<file path="config.mk">
export PLATFORM = sky130hd
export DESIGN_NAME = regbank_dual
export DESIGN_NICKNAME = d
export VERILOG_FILES = /design/src/rtl/regbank_dual.sv
export SDC_FILE = /design/constraint.sdc
export NUM_CORES = 2
export LEC_CHECK = 0
export BUFFER_PORTS_ARGS = -buffer_cell sky130_fd_sc_hd__buf_2
export CAP_MARGIN = 10
export CORE_MARGIN = 10
export CORE_UTILIZATION = 44
export DETAILED_ROUTE_END_ITERATION = 12
export PLACE_DENSITY = 0.66
export SYNTH_ARGS = -nofsm -noshare
export SYNTH_HDL_FRONTEND = slang
export SYNTH_SLANG_ARGS = --single-unit
</file>
<file path="constraint.sdc">
create_clock -name clk -period 3.8 [get_ports clk]
set_clock_uncertainty 0.2 [all_clocks]
set_input_delay 0.76 -clock clk [delete_from_list [all_inputs] [get_ports clk]]
set_output_delay 0.76 -clock clk [all_outputs]
set_load 0.05 [all_outputs]
</file>
<file path="src/rtl/regbank_dual.sv">
module regbank_dual #(
  parameter int XLEN = 32,
  parameter int NREG = 32,
  localparam int AW = $clog2(NREG),
  localparam int DW = 2 * XLEN
) (
  input  logic            clk,
  input  logic            rst,
  input  logic [AW-1:0]   ira_sel,
  output logic [XLEN-1:0] ira_data,
  input  logic [AW-1:0]   irb_sel,
  output logic [XLEN-1:0] irb_data,
  input  logic            iw_en,
  input  logic [AW-1:0]   iw_sel,
  input  logic [XLEN-1:0] iw_data,
  input  logic [AW-1:0]   fra_sel,
  input  logic            fra_dbl,
  output logic [DW-1:0]   fra_data,
  output logic            fra_bad,
  input  logic [AW-1:0]   frb_sel,
  input  logic            frb_dbl,
  output logic [DW-1:0]   frb_data,
  output logic            frb_bad,
  input  logic            fw_en,
  input  logic [AW-1:0]   fw_sel,
  input  logic            fw_dbl,
  input  logic [DW-1:0]   fw_data,
  output logic            fw_bad
);

  logic [XLEN-1:0] gpr [NREG];
  logic [XLEN-1:0] fpr [NREG];

  assign fra_bad = fra_dbl & fra_sel[0];
  assign frb_bad = frb_dbl & frb_sel[0];
  assign fw_bad  = fw_dbl & fw_sel[0];

  assign ira_data = (ira_sel == '0) ? '0 : gpr[ira_sel];
  assign irb_data = (irb_sel == '0) ? '0 : gpr[irb_sel];

  function automatic logic [DW-1:0] fp_read(input logic [AW-1:0] sel, input logic dbl);
    if (!dbl)
      return {{XLEN{1'b0}}, fpr[sel]};
    else if (sel[0])
      return '0;
    else
      return {fpr[sel], fpr[{sel[AW-1:1], 1'b1}]};
  endfunction

  assign fra_data = fp_read(fra_sel, fra_dbl);
  assign frb_data = fp_read(frb_sel, frb_dbl);

  always_ff @(posedge clk) begin
    if (rst) begin
      for (int i = 0; i < NREG; i++) gpr[i] <= '0;
    end else if (iw_en && iw_sel != '0) begin
      gpr[iw_sel] <= iw_data;
    end
  end

  always_ff @(posedge clk) begin
    if (rst) begin
      for (int i = 0; i < NREG; i++) fpr[i] <= '0;
    end else if (fw_en && !fw_bad) begin
      if (fw_dbl) begin
        fpr[fw_sel]                   <= fw_data[DW-1:XLEN];
        fpr[{fw_sel[AW-1:1], 1'b1}]   <= fw_data[XLEN-1:0];
      end else begin
        fpr[fw_sel] <= fw_data[XLEN-1:0];
      end
    end
  end

endmodule

</file>
==> impl_metrics.tcl <==
set metrics [dict create \
    status "finished, violations left" \
    violations "setup timing" \
    path_class "primary input to output pin" \
    syn_to_final_growth_pct 22.3 \
    synth.distinct_cells 51 \
    fin_total_pwr_mw 60.3 \
    wirelength_um 492000 \
    drive_gt1_share_pct 30.3 \
    ys_top_cells_by_area "edfxtp_1, mux2i_1, mux4_2" \
    nets 9500 \
    cts_tree "yes" \
    grt_pass1_wl_um 674000 \
    cp-end-kind "output pin" \
    worst_slew_pin_slew_ns 1.11 \
    hold_violations 0 \
    core-area_mm2 0.260 \
    cts_max_path_buffers 3 \
    hold_path.class "primary input to flop" \
    slew_headroom_pct 25.9 \
    antenna_left 0 \
    regArea_mm2 0.0615 \
    yosys_register_bits 2048 \
    io_pins 328 \
    via_count 90113 \
    cts_made_buffers 223 \
    synth_area_leader_cell "edfxtp_1" \
    fin_crit_sh_pct 103 \
    clock-sinks 2048 \
    finalCriticalPeriod_ns 3.90 \
    worstPathCellList "buf_12, buf_16, buf_12, buf_16, mux2i_1, a22o_1, a221oi_2, nand4_1, o22ai_2, buf_12" \
    power_per_cell_area_mw_per_mm2 427 \
    fin_ws_ns -0.0992 \
    htreeDepth 4 \
    grt_usage_pct 33.0 \
    fin_util_pct 54.2 \
    crit_family "buffers and inverters" \
    dp_hpwl_um 313000 \
    rsz0062_at_grt "true" \
    dieArea_mm2 0.283 \
    setup_violations 20 \
    viasPerCell 6.90 \
    ys_warn_count 0 \
    overflow 0 \
    drv_slew 0 \
    leakagePower_nw 52.8 \
    async_reset_ff_share_pct 0 \
    synth_top_area_share_pct 53.3 \
    io_buffers 327 \
    root_buffer "clkbuf_16" \
    start_util_pct 44.3 \
    fin_hold_ws_ns 0.141 \
    grt_max_degree 64 \
    synth_most_common_cell "edfxtp_1" \
    wl_per_cell_um 37.6 \
    path_clk_slew_ns 0.06 \
    critPathRequiredTime_ns 2.84 \
    finalWeightedCongestion 1.01 \
    synth_area_per_cell_um2 13.3 \
    cap_violations 0 \
    clock.fmax_mhz 256 \
    finalSetupTns_ns -0.540 \
    vdd_ir_drop_max_v 0.000505 \
    grt_pass1_vias 89155 \
    ys_seq_area_share_pct 53.3 \
    slowest_delay_ns 0.30 \
    drc 0 \
    multi_input_area_mm2 0.0524 \
    synthTopCellsByCount "edfxtp_1, mux2i_1, and2_1" \
    die_h_um 532 \
    cp-start-kind "primary input" \
    place_ws_ns -0.354 \
    synth_area_mm2 0.115 \
    crit_path_top_delay_cell "o22ai_2" \
    rows 187 \
    cpMostUsedCell "buf_12" \
    fillers 21179 \
    antenna_found_initial 35 \
    synth_edf_count 2048 \
    crit_buf_inv 5 \
    die_w_um 532 \
    crit_fanout 26 \
    first_pass_iters 8 \
    drt-initial-drc-count 14186 \
    synth_ff_type "edfxtp_1" \
    synth_cells 8678 \
    arrival_ns 2.94 \
]
## report_power, final
| group | internal (mW) | total [mW] | switching (mW) |
|---|---|---|---|
| registers | 26.1 | 26.8 | 0.659 |
| clock network | 12.5 | 22.4 | 9.84 |
| logic | 4.45 | 11.2 | 6.70 |
## layer usage
| layer | global-route usage (%) | routed length (um) | up-vias |
|---|---|---|---|
| met5 | 0.337 | 431 | - |
| met4 | 18.6 | 34600 | 33 |
| met3 | 11.4 | 70500 | 1946 |
| met2 | 49.1 | 212000 | 7671 |
| met1 | 41.8 | 174000 | 45151 |
| li1 | - | - | 35312 |
## layout by cell type (no fill, tap or decap), types with 47 or more instances in the layout
master and instances:
edfxtp_1 2048, mux2i_1 1288, and2_1 996, buf_4 851, nor2_1 577, o2bb2ai_1 512, mux4_2 512, nand2_1 508
buf_12 315, a22o_1 254, clkbuf_16 231, buf_2 158, a221oi_2 152, a221oi_1 96, nand4_1 64, a32oi_1 62
o221a_2 58, buf_6 55, mux2i_2 51, clkinv_1 48, clkinv_2 47
## logic make-up after synthesis
group           after synthesis  synth area share (%)
other cells                   1               0.00325
simple gates               2373                  10.4
mux                        1890                  21.9
compound gates             1354                  10.6
buf+inv                    1012                  3.73
flops                      2048                  53.3
## final timing paths
check | from | to | slack [ns] | cells past startpoint
worst max-delay path | fra_sel[2] | fra_data[6] | -0.1 | 10
worst min-delay path | fw_data[24] | fpr[13][24] | 0.14 | 2
## flip-flops by register name, indices dropped and copies added, names as in the netlist
signal  count
fpr      1024
gpr      1024
## layout make-up
class	count	share of cell area, %
Sequential cell	2048	43.6
Inverter	2	0.0124
Clock inverter	149	1.20
Timing Repair Buffer	1442	10.9
Tap cell	3496	3.10
Antenna cell	15	0.0266
Multi-Input combinational cell	5650	37.1
Clock buffer	267	4.07
## what timing repair did
item                                    4_1_cts  5_1_grt
endpoints found under the setup margin      176      132
cloned                                        9        9
pin swaps                                    37       62
gates resized for setup                     224      239
hold buffers                                  0        0
buffers inserted                             24       44
## metrics by stage
step | cell area, um2 | instances
2_1_floorplan | 116000 | 8709
3_3_place_gp | 130000 | 12556
3_5_place_dp | 130000 | 12556
4_1_cts | 139000 | 13003
5_1_grt | 141000 | 13059
6_report | 141000 | 13069
No activity file was read; power rests on OpenSTA's default activity.
